$ cat src/rtl/xfer_pkg.sv
package xfer_pkg;
  typedef enum logic [1:0] {TGT_NONE, TGT_CALL, TGT_JUMP, TGT_REG} tgtSel_e;

  typedef struct packed {
    logic    redirect;
    tgtSel_e tgtSel;
    logic    raWr;
    logic    litLoad;
    logic    illegal;
  } xferStrobe_t;
endpackage

$ cat src/rtl/xfer_ctrl.sv
module xfer_ctrl
  import xfer_pkg::*;
(
  input  logic [23:0]  instBytes,
  input  logic         windowEn,
  output xferStrobe_t  strobe
);
  logic [3:0] op0, op1, op2, rFld;
  logic [1:0] nFld, mFld;
  logic       inJrGroup;

  assign op0  = instBytes[3:0];
  assign nFld = instBytes[5:4];
  assign mFld = instBytes[7:6];
  assign rFld = instBytes[15:12];
  assign op1  = instBytes[19:16];
  assign op2  = instBytes[23:20];
  assign inJrGroup = (op0 == 4'd0) && (op1 == 4'd0) && (op2 == 4'd0) && (rFld == 4'd0);

  always_comb begin
    strobe = '0;
    strobe.tgtSel = TGT_NONE;
    if (inJrGroup) begin
      case (mFld)
        2'd2: begin
          if (nFld == 2'd0 || nFld == 2'd2) begin
            strobe.redirect = 1'b1;
            strobe.tgtSel   = TGT_REG;
          end else if (nFld == 2'd1) begin
            strobe.illegal = !windowEn;
          end else begin
            strobe.illegal = 1'b1;
          end
        end
        2'd3: begin
          if (nFld == 2'd0) begin
            strobe.redirect = 1'b1;
            strobe.tgtSel   = TGT_REG;
            strobe.raWr     = 1'b1;
          end else begin
            strobe.illegal = !windowEn;
          end
        end
        default: strobe.illegal = 1'b1;
      endcase
    end else begin
      case (op0)
        4'd1: strobe.litLoad = 1'b1;
        4'd5: begin
          if (nFld == 2'd0) begin
            strobe.redirect = 1'b1;
            strobe.tgtSel   = TGT_CALL;
            strobe.raWr     = 1'b1;
          end else begin
            strobe.illegal = !windowEn;
          end
        end
        4'd6: begin
          if (nFld == 2'd0) begin
            strobe.redirect = 1'b1;
            strobe.tgtSel   = TGT_JUMP;
          end
        end
        default: ;
      endcase
    end
  end
endmodule

$ cat src/rtl/xfer_datapath.sv
module xfer_datapath
  import xfer_pkg::*;
#(
  parameter int ADDR_W = 32,
  parameter int OFF_W  = 18,
  parameter int IMM_W  = 16
) (
  input  logic              clk,
  input  logic              rst_n,
  input  logic              inValid,
  input  logic [23:0]       instBytes,
  input  logic [ADDR_W-1:0] pc,
  input  logic [ADDR_W-1:0] srcVal,
  input  xferStrobe_t       strobe,
  output logic              outValid,
  output logic [1:0]        instLen,
  output logic [ADDR_W-1:0] nextPc,
  output logic              redirect,
  output logic [ADDR_W-1:0] target,
  output logic              raWrEn,
  output logic [ADDR_W-1:0] raData,
  output logic              litValid,
  output logic [ADDR_W-1:0] litAddr,
  output logic [3:0]        litDest,
  output logic              illegal
);
  localparam int EXT_W = ADDR_W - OFF_W;
  localparam int LIT_ONES = ADDR_W - IMM_W - 2;

  logic [1:0]        lenC;
  logic [ADDR_W-1:0] seqPc, offSext, callTgt, jumpTgt, tgtC, litBase, litC, pcWord;
  logic [OFF_W-1:0]  offRaw;
  logic [IMM_W-1:0]  imm16;

  assign lenC    = (instBytes[3]) ? 2'd2 : 2'd3;
  assign seqPc   = pc + ADDR_W'(lenC);
  assign offRaw  = {instBytes[23:8], instBytes[7:6]};
  assign offSext = {{EXT_W{offRaw[OFF_W-1]}}, offRaw};
  assign pcWord  = {pc[ADDR_W-1:2], 2'b00};
  assign callTgt = pcWord + (offSext << 2) + ADDR_W'(4);
  assign jumpTgt = pc + ADDR_W'(4) + offSext;
  assign imm16   = instBytes[23:8];
  assign litBase = {{LIT_ONES{1'b1}}, imm16, 2'b00};
  assign litC    = litBase + ((pc + ADDR_W'(3)) & ~ADDR_W'(3));

  always_comb begin
    case (strobe.tgtSel)
      TGT_CALL: tgtC = callTgt;
      TGT_JUMP: tgtC = jumpTgt;
      TGT_REG:  tgtC = srcVal;
      default:  tgtC = seqPc;
    endcase
  end

  always_ff @(posedge clk or negedge rst_n) begin
    if (!rst_n) begin
      outValid <= 1'b0;
      instLen  <= 2'd0;
      nextPc   <= '0;
      redirect <= 1'b0;
      target   <= '0;
      raWrEn   <= 1'b0;
      raData   <= '0;
      litValid <= 1'b0;
      litAddr  <= '0;
      litDest  <= '0;
      illegal  <= 1'b0;
    end else begin
      outValid <= inValid;
      redirect <= inValid && strobe.redirect;
      raWrEn   <= inValid && strobe.raWr;
      litValid <= inValid && strobe.litLoad;
      illegal  <= inValid && strobe.illegal;
      if (inValid) begin
        instLen <= lenC;
        nextPc  <= seqPc;
        target  <= tgtC;
        raData  <= seqPc;
        litAddr <= litC;
        litDest <= instBytes[7:4];
      end
    end
  end
endmodule

$ cat src/rtl/xfer_target_unit.sv
module xfer_target_unit
  import xfer_pkg::*;
#(
  parameter int ADDR_W = 32
) (
  input  logic              clk,
  input  logic              rst_n,
  input  logic              inValid,
  input  logic [23:0]       instBytes,
  input  logic [ADDR_W-1:0] pc,
  input  logic [ADDR_W-1:0] srcVal,
  input  logic              windowEn,
  output logic              outValid,
  output logic [1:0]        instLen,
  output logic [ADDR_W-1:0] nextPc,
  output logic              redirect,
  output logic [ADDR_W-1:0] target,
  output logic              raWrEn,
  output logic [ADDR_W-1:0] raData,
  output logic              litValid,
  output logic [ADDR_W-1:0] litAddr,
  output logic [3:0]        litDest,
  output logic              illegal
);
  xferStrobe_t strobe;

  xfer_ctrl u_ctrl (
    .instBytes(instBytes),
    .windowEn (windowEn),
    .strobe   (strobe)
  );

  xfer_datapath #(.ADDR_W(ADDR_W)) u_dp (
    .clk      (clk),
    .rst_n    (rst_n),
    .inValid  (inValid),
    .instBytes(instBytes),
    .pc       (pc),
    .srcVal   (srcVal),
    .strobe   (strobe),
    .outValid (outValid),
    .instLen  (instLen),
    .nextPc   (nextPc),
    .redirect (redirect),
    .target   (target),
    .raWrEn   (raWrEn),
    .raData   (raData),
    .litValid (litValid),
    .litAddr  (litAddr),
    .litDest  (litDest),
    .illegal  (illegal)
  );
endmodule

$ cat config.mk
export PLATFORM = sky130hd
export DESIGN_NAME = xfer_target_unit
export DESIGN_NICKNAME = d
export VERILOG_FILES = /design/src/rtl/xfer_pkg.sv /design/src/rtl/xfer_ctrl.sv /design/src/rtl/xfer_datapath.sv /design/src/rtl/xfer_target_unit.sv
export SDC_FILE = /design/constraint.sdc
export NUM_CORES = 1
export LEC_CHECK = 0
export ABC_AREA = 1
export CAP_MARGIN = 30
export CORE_MARGIN = 5
export CORE_UTILIZATION = 60
export DETAILED_ROUTE_END_ITERATION = 10
export DONT_BUFFER_PORTS = 1
export HOLD_SLACK_MARGIN = 0.05
export PLACE_DENSITY = 0.79
export SLEW_MARGIN = 20
export SYNTH_ARGS = -nofsm -noshare
export SYNTH_HDL_FRONTEND = slang
export SYNTH_SLANG_ARGS = --single-unit
$ cat constraint.sdc
create_clock -name clk -period 0.8 [get_ports clk]
set_input_delay 0.04 -clock clk [delete_from_list [all_inputs] [get_ports clk]]
set_output_delay 0.04 -clock clk [all_outputs]
set_load 0.01 [all_outputs]
==> out/metrics.yaml, run 1 <==
status:
  run_status: "did not finish"
  stop_stage: "global routing"
  error: "[ERROR GRT-0116] Global routing finished with congestion. Check the congestion regions in the DRC Viewer."
clock_tree:
  cts_root_buf: "clkbuf_16"
  cts_buffer_depth: 2
  htree_levels: 3
  cts_made_buffers: 9
  cts_sinks: 105
synthesis:
  ys_ff_latch: 105
  synth_top_flop_cell: "dfrtp_1"
  syn-cell-area_mm2: 0.0115
  ys_seq_area_frac: 0.228
  syn_area_per_cell_um2: 6.20
  synth_edf_count: 0
  ys_types: 42
  synth-async-reset-ratio: 1.00
  synth_warnings: 0
  postSynthCellCount: 1856
global_routing:
  overflow: 358
  grt_max_degree: 106
  grt_pass1_wl_mm: 139
  first_global_vias: 21900
  grt_usage: 0.812
floorplan:
  rows: 50
  die_h_um: 149
  dieWidth_um: 149
  start_util: 0.611
  ios: 231
placement:
  port_buffers: 0
  dp_hpwl_mm: 37.6
  dp_slack_ns: -1.51
  gp_congestion: 1.08
stage by stage:
| step | instance area (µm²) | hold slack [ns] | std cells |
|---|---|---|---|
| after floorplan | 12100 | -0.256 | 1857 |
| after global placement | 15200 | -0.252 | 2460 |
| after detailed placement | 15200 | -0.252 | 2460 |
| after CTS | 18100 | -0.650 | 2562 |
kinds of logic after synthesis:
group / synth area share
AO/OA/AOI/OAI: 0.105
other: 0.000326
adder cells (fa/ha/maj): 0.128
flip-flops: 0.228
buffers and inverters: 0.0926
AND/OR/NAND/NOR: 0.403
XOR/XNOR: 0.0426
routing by layer:
| metal | overflow | global-route usage |
|---|---|---|
| met1 | 9 | 0.790 |
| met5 | 1 | 0.286 |
| met4 | 127 | 0.859 |
| met3 | 6 | 0.671 |
| met2 | 215 | 0.973 |
cells in the mapped netlist (2+ instances only):
cell      count  area share
o21ai_0     106       0.046
inv_2         2     0.00065
dfrtp_1     105        0.23
clkbuf_1     25      0.0082
nand3_1     147       0.064
xor2_1       40       0.030
o311ai_0      2      0.0015
ha_1        113        0.12
a21oi_1      92       0.040
xnor2_1      16       0.012
fa_1          3      0.0052
nor2_4        9      0.0088
nor2_1      194       0.063
buf_4        35       0.023
nor2_2       13      0.0071
clkinv_1      3     0.00098
nand3b_1     17       0.011
o21ai_1       3      0.0013
buf_2         9      0.0039
nand2_2      10      0.0054
a31oi_1       5      0.0027
a21boi_0      5      0.0033
o21bai_1      7      0.0046
o21a_1        2      0.0013
nand2_1     661        0.22
nor3_1       15      0.0065
inv_1       171       0.056
or2_2        12      0.0065
nand4_1      21       0.011
timing repair:
action,in CTS
hold buffers,26
hold endpoints to repair,181
pin swaps,175
setup endpoints to repair,229
setup buffers,61
gates resized for setup,397
==> run 2: changes to the inputs <==
--- a/config.mk
+++ b/config.mk
@@ -8,11 +8,10 @@
 export ABC_AREA = 1
 export CAP_MARGIN = 30
 export CORE_MARGIN = 5
-export CORE_UTILIZATION = 60
+export CORE_UTILIZATION = 40
 export DETAILED_ROUTE_END_ITERATION = 10
 export DONT_BUFFER_PORTS = 1
-export HOLD_SLACK_MARGIN = 0.05
-export PLACE_DENSITY = 0.79
+export PLACE_DENSITY_LB_ADDON = 0.15
 export SLEW_MARGIN = 20
 export SYNTH_ARGS = -nofsm -noshare
 export SYNTH_HDL_FRONTEND = slang
==> constraint.sdc (replaced) <==
create_clock -name clk -period 1 [get_ports clk]
set_input_delay 0.05 -clock clk [delete_from_list [all_inputs] [get_ports clk]]
set_output_delay 0.05 -clock clk [all_outputs]
set_load 0.01 [all_outputs]
==> run 2 against run 1 <==
Against the previous run:
- the flow now finishes, with violations (negative hold slack, negative setup slack)
- synthesized cell count is the same
- synthesized area is the same
==> out/metrics.yaml, run 2 <==
layout:
  nets: 2499
  nFillCells: 2335
  area_growth_pct: 70.1
  drive_above_1_share: 0.460
  final_common_cell: "nand2_1"
  insertedDiodeCount: 0
  final_cell_area_mm2: 0.0196
  layout_common_cells: "nand2_1 (512), buf_4 (379), inv_1 (137), nor2_1 (124), dfrtp_1 (105)"
  instances_no_fill: 2678
  reg.largest.list: "u_dp.raData: 32 flops, u_dp.target: 32 flops, u_dp.litAddr: 30 flops"
  multi_input_area_mm2: 0.0113
  ff_latch_area_mm2: 0.00263
synthesis:
  synth_compound_area_frac: 0.105  # unchanged
  synth_edf_count: 0  # unchanged
  yosys.area_share.adder: 0.128  # unchanged
  synth.area.top_cells: "dfrtp_1 (23%), nand2_1 (22%), ha_1 (12%), nand3_1 (6.4%), nor2_1 (6.3%)"
  synth_top_family_by_area: "simple AND/OR/NAND/NOR gates"
  ys_types: 42  # unchanged
  ys_seq_area_frac: 0.228  # unchanged
  synth_top_flop_cell: "dfrtp_1"
  syn_area_per_cell_um2: 6.20  # unchanged
  synthSimpleGateAreaFrac: 0.403  # unchanged
  synth_xor_area_frac: 0.0426  # unchanged
  synth.most_common_cell: "nand2_1"
  syn-cell-area_mm2: 0.0115  # unchanged
  ys_ff_latch: 105  # unchanged
  synthTopCellsByCount: "nand2_1 (661), nor2_1 (194), inv_1 (171), nand3_1 (147), ha_1 (113)"
  synth_top_area_share: 0.228  # unchanged
  synthMuxAreaShare: 0  # unchanged
  synth_top_area_cell: "dfrtp_1"
  synth-async-reset-ratio: 1.00  # unchanged
  postSynthCellCount: 1856  # unchanged
  synth_warnings: 0  # unchanged
power:
  pwr_density_cell_mw_per_mm2: 957
  leakage_nw: 9.22
  vdd_drop_max_uv: 647
global_routing:
  grt_usage: 0.310
  grt_max_degree: 106
  grt_pass1_wl_mm: 79.0
  antenna_found_initial: 0
  overflow: 0
  first_global_vias: 14300
sta:
  final.period_utilization: 1.87
  setup_violations: 78
  maxSlewViolCount: 0
  hold_ws_ns: -0.631
  skew_ns: 0
  setup_slack_ns: -0.868
  rsz0062_at_grt: "true"
  fmax_mhz: 535
  finalHoldViolCount: 147
  post-route-min-period_ns: 1.87
placement:
  dpl-instance-area_mm2: 0.0151  # -0.59%
  dp_slack_ns: -1.33  # +0.183 ns
  port_buffers: 0  # unchanged
  gp_congestion: 0.954  # -12%
  place_inst: 2554  # +3.8%
  dp_hpwl_mm: 40.1  # +6.7%
critical_path:
  cp-endpoint: "u_dp.litAddr[30]$_DFFE_PN0P_"
  ff2ff_setup_slack_ns: 0.18
  cp_data_arrival_time_ns: 2.13
  cp-startpoint: "pc[4]"
  worstReg2RegStart: "u_dp.target[9]$_DFFE_PN0P_"
  critPathLaunchType: "input pin"
  worstReg2RegEnd: "u_dp.target[9]$_DFFE_PN0P_"
  reg2regPathDepth: 1
  cp-end-kind: "register"
  crit_type: "in -> reg"
  crit_fanout: 7
  worstPathRequired_ns: 1.26
routing:
  drtIter0Drc: 1164
  firstDrtPassIters: 6
  drt_wl_total_mm: 54.2
  vias: 14600
  drtAntennaViolNets: 0
  post_drt_wl_per_cell_um: 20.2
  vias_per_cell: 5.44
  drc: 0
clock_tree:
  clkTransAtPathRegs_ns: 0.08
  htree_levels: 3  # unchanged
  cts_buffer_depth: 2  # unchanged
  clock_latency_ns: 0.37
  cts_sinks: 105  # unchanged
  tritoncts: "built"
  cts_root_buf: "clkbuf_16"
  cts_made_buffers: 9  # unchanged
floorplan:
  ios: 231  # unchanged
  design.die.area_mm2: 0.0323
  rows: 62  # +24%
  dieWidth_um: 180  # +21%
  core-area_mm2: 0.0285
  die_h_um: 180  # +21%
  start_util: 0.403  # -0.208
status:
  failed_checks: "negative hold slack, negative setup slack"
  run_status: "complete, but fails checks"
flow_run:
  cap_violations: 0
hold_path:
  worstHoldPathType: "in -> async"
run 2: cell counts after synthesis:
No cell type changed its count.
run 2: worst min-delay path by stage:
stage	from	to	slack [ns]
detailed placement	rst_n	u_dp.litAddr[5]$_DFFE_PN0P_	-0.24
global placement	rst_n	u_dp.litAddr[3]$_DFFE_PN0P_	-0.24
CTS	rst_n	u_dp.litAddr[3]$_DFFE_PN0P_	-0.64
finish	rst_n	u_dp.litValid$_DFF_PN0_	-0.63
floorplan	rst_n	u_dp.illegal$_DFF_PN0_	-0.25
global route	rst_n	u_dp.litAddr[7]$_DFFE_PN0P_	-0.64
run 2: per-layer routing:
| layer | routed length (µm) | vias to the layer above | share of wire | track usage |
|---|---|---|---|---|
| met4 | 2720 | 0 | 0.050 | 0.142 |
| met5 | 0 | - | 0 | 0 |
| met2 | 25800 | 632 | 0.48 | 0.525 |
| met3 | 3890 | 187 | 0.072 | 0.0463 |
| met1 | 21800 | 6920 | 0.40 | 0.390 |
| li1 | - | 6828 | - | - |
run 2: area by class of cell:
type,count,share of cell area
clock buffer,10,0.0122
inverter,176,0.0374
timing repair buffer,492,0.213
sequential,105,0.134
tap,384,0.0245
clock inverter,4,0.00275
multi-input combinational,1506,0.576
timing repair inverter,1,0.000575
run 2: timing repair:
item,4_1_cts,5_1_grt
pin swaps,220,199
hold buffers,24,2
gates resized for setup,493,274
hold endpoints to repair,170,149
cloned,2,0
endpoints found under the setup margin,88,104
buffers inserted,71,40
run 2: power breakdown:
group,internal [mW],switching [mW],total (mW)
Sequential,4.71,0.579,5.29
Combinational,4.72,5.02,9.75
Clock,1.99,1.71,3.70
run 2: logic make-up (layout without fill, tap and decap cells):
group	after synthesis	after routing
buffers and inverters	246	683
AND/OR/NAND/NOR	1104	1104
flip-flops	105	105
XOR/XNOR	56	56
adder cells (fa/ha/maj)	116	116
AO/OA/AOI/OAI	228	228
other	1	2
run 2: per-stage QoR:
stage	setup TNS, ns	total power [mW]	util
global placement	-84.01	12.0	0.529
CTS	-45.14	17.7	0.644
global route	-48.62	19.7	0.686
finish	-41.74	18.7	0.686
detailed placement	-85.36	12.1	0.529
floorplan	-54.51	9.32	-
run 2: critical path: stages:
cell     delay [ns]
nand2_8        0.04
nor2_4         0.21
nand2_2        0.11
nor2_4         0.14
xor2_2         0.21
ha_4           0.26
a21oi_4        0.18
buf_6          0.11
o21a_1         0.12
nor2_1         0.05
nor2_1         0.12
nand2_2        0.10
nor2_4         0.19
nand4_1        0.10
nand3_1        0.09
nand2_1        0.05
Note: power is estimated with default switching activity, not from simulation.
==> run 3: changes to the inputs <==
--- a/config.mk
+++ b/config.mk
@@ -8,7 +8,7 @@
 export ABC_AREA = 1
 export CAP_MARGIN = 30
 export CORE_MARGIN = 5
-export CORE_UTILIZATION = 40
+export CORE_UTILIZATION = 65
 export DETAILED_ROUTE_END_ITERATION = 10
 export DONT_BUFFER_PORTS = 1
 export PLACE_DENSITY_LB_ADDON = 0.15
==> run 3 against run 2 <==
Against the previous run:
- the flow now stops in clock tree synthesis
- synthesized area stayed put
- synthesized cell count unchanged
==> out/metrics.yaml, run 3 <==
clock_tree:
  hold_buffers: 22  # -8.3%
  cts_made_buffers: 9  # unchanged
  cts_buffer_depth: 2  # unchanged
  cts_sinks: 105  # unchanged
  cts_root_buf: "clkbuf_16"
  post_cts_resized: 347  # -30%
  post_cts_buffers: 52  # -27%
  htree_levels: 3  # unchanged
placement:
  dp_hpwl_mm: 37.2  # -7.2%
  place_inst: 2355  # -7.8%
  gp_congestion: 1.05  # +11%
  port_buffers: 0  # unchanged
  dp_slack_ns: -1.27  # +0.0509 ns
synthesis:
  synth_edf_count: 0  # unchanged
  synth_top_area_cell: "dfrtp_1"
  ys_ff_latch: 105  # unchanged
  synthTopCellsByCount: "nand2_1 (661), nor2_1 (194), inv_1 (171), nand3_1 (147), ha_1 (113)"
  synth_top_area_share: 0.228  # unchanged
  synth_warnings: 0  # unchanged
  synth_top_flop_cell: "dfrtp_1"
  postSynthCellCount: 1856  # unchanged
  syn_area_per_cell_um2: 6.20  # unchanged
  synth.area.top_cells: "dfrtp_1 (23%), nand2_1 (22%), ha_1 (12%), nand3_1 (6.4%), nor2_1 (6.3%)"
  ys_seq_area_frac: 0.228  # unchanged
  syn-cell-area_mm2: 0.0115  # unchanged
  synth.most_common_cell: "nand2_1"
  synth-async-reset-ratio: 1.00  # unchanged
  ys_types: 42  # unchanged
floorplan:
  start_util: 0.663  # +0.260
  die_h_um: 143  # -20%
  dieWidth_um: 143  # -20%
  ios: 231  # unchanged
  rows: 48  # -23%
status:
  error: "[ERROR DPL-0033] detailed placement checks failed during check placement."
  run_status: "did not finish"
  stop_stage: "clock tree synthesis"
## run 3: cell counts after synthesis
Identical to the previous run, type by type.
## run 3: metrics by stage
| step | instance area (µm²) | TNS [ns] |
|---|---|---|
| 3_5_place_dp | 14600 | -84.44 |
| 2_1_floorplan | 12100 | -54.51 |
| 3_3_place_gp | 14600 | -77.30 |
## run 3: kinds of logic after synthesis
group	after synthesis	synth area share
and+or+nand+nor	1104	0.403
buffers and inverters	246	0.0926
AOI/OAI and AO/OA	228	0.105
adders and majority gates	116	0.128
DFF	105	0.228
xor gates and xnor gates	56	0.0426
other	1	0.000326
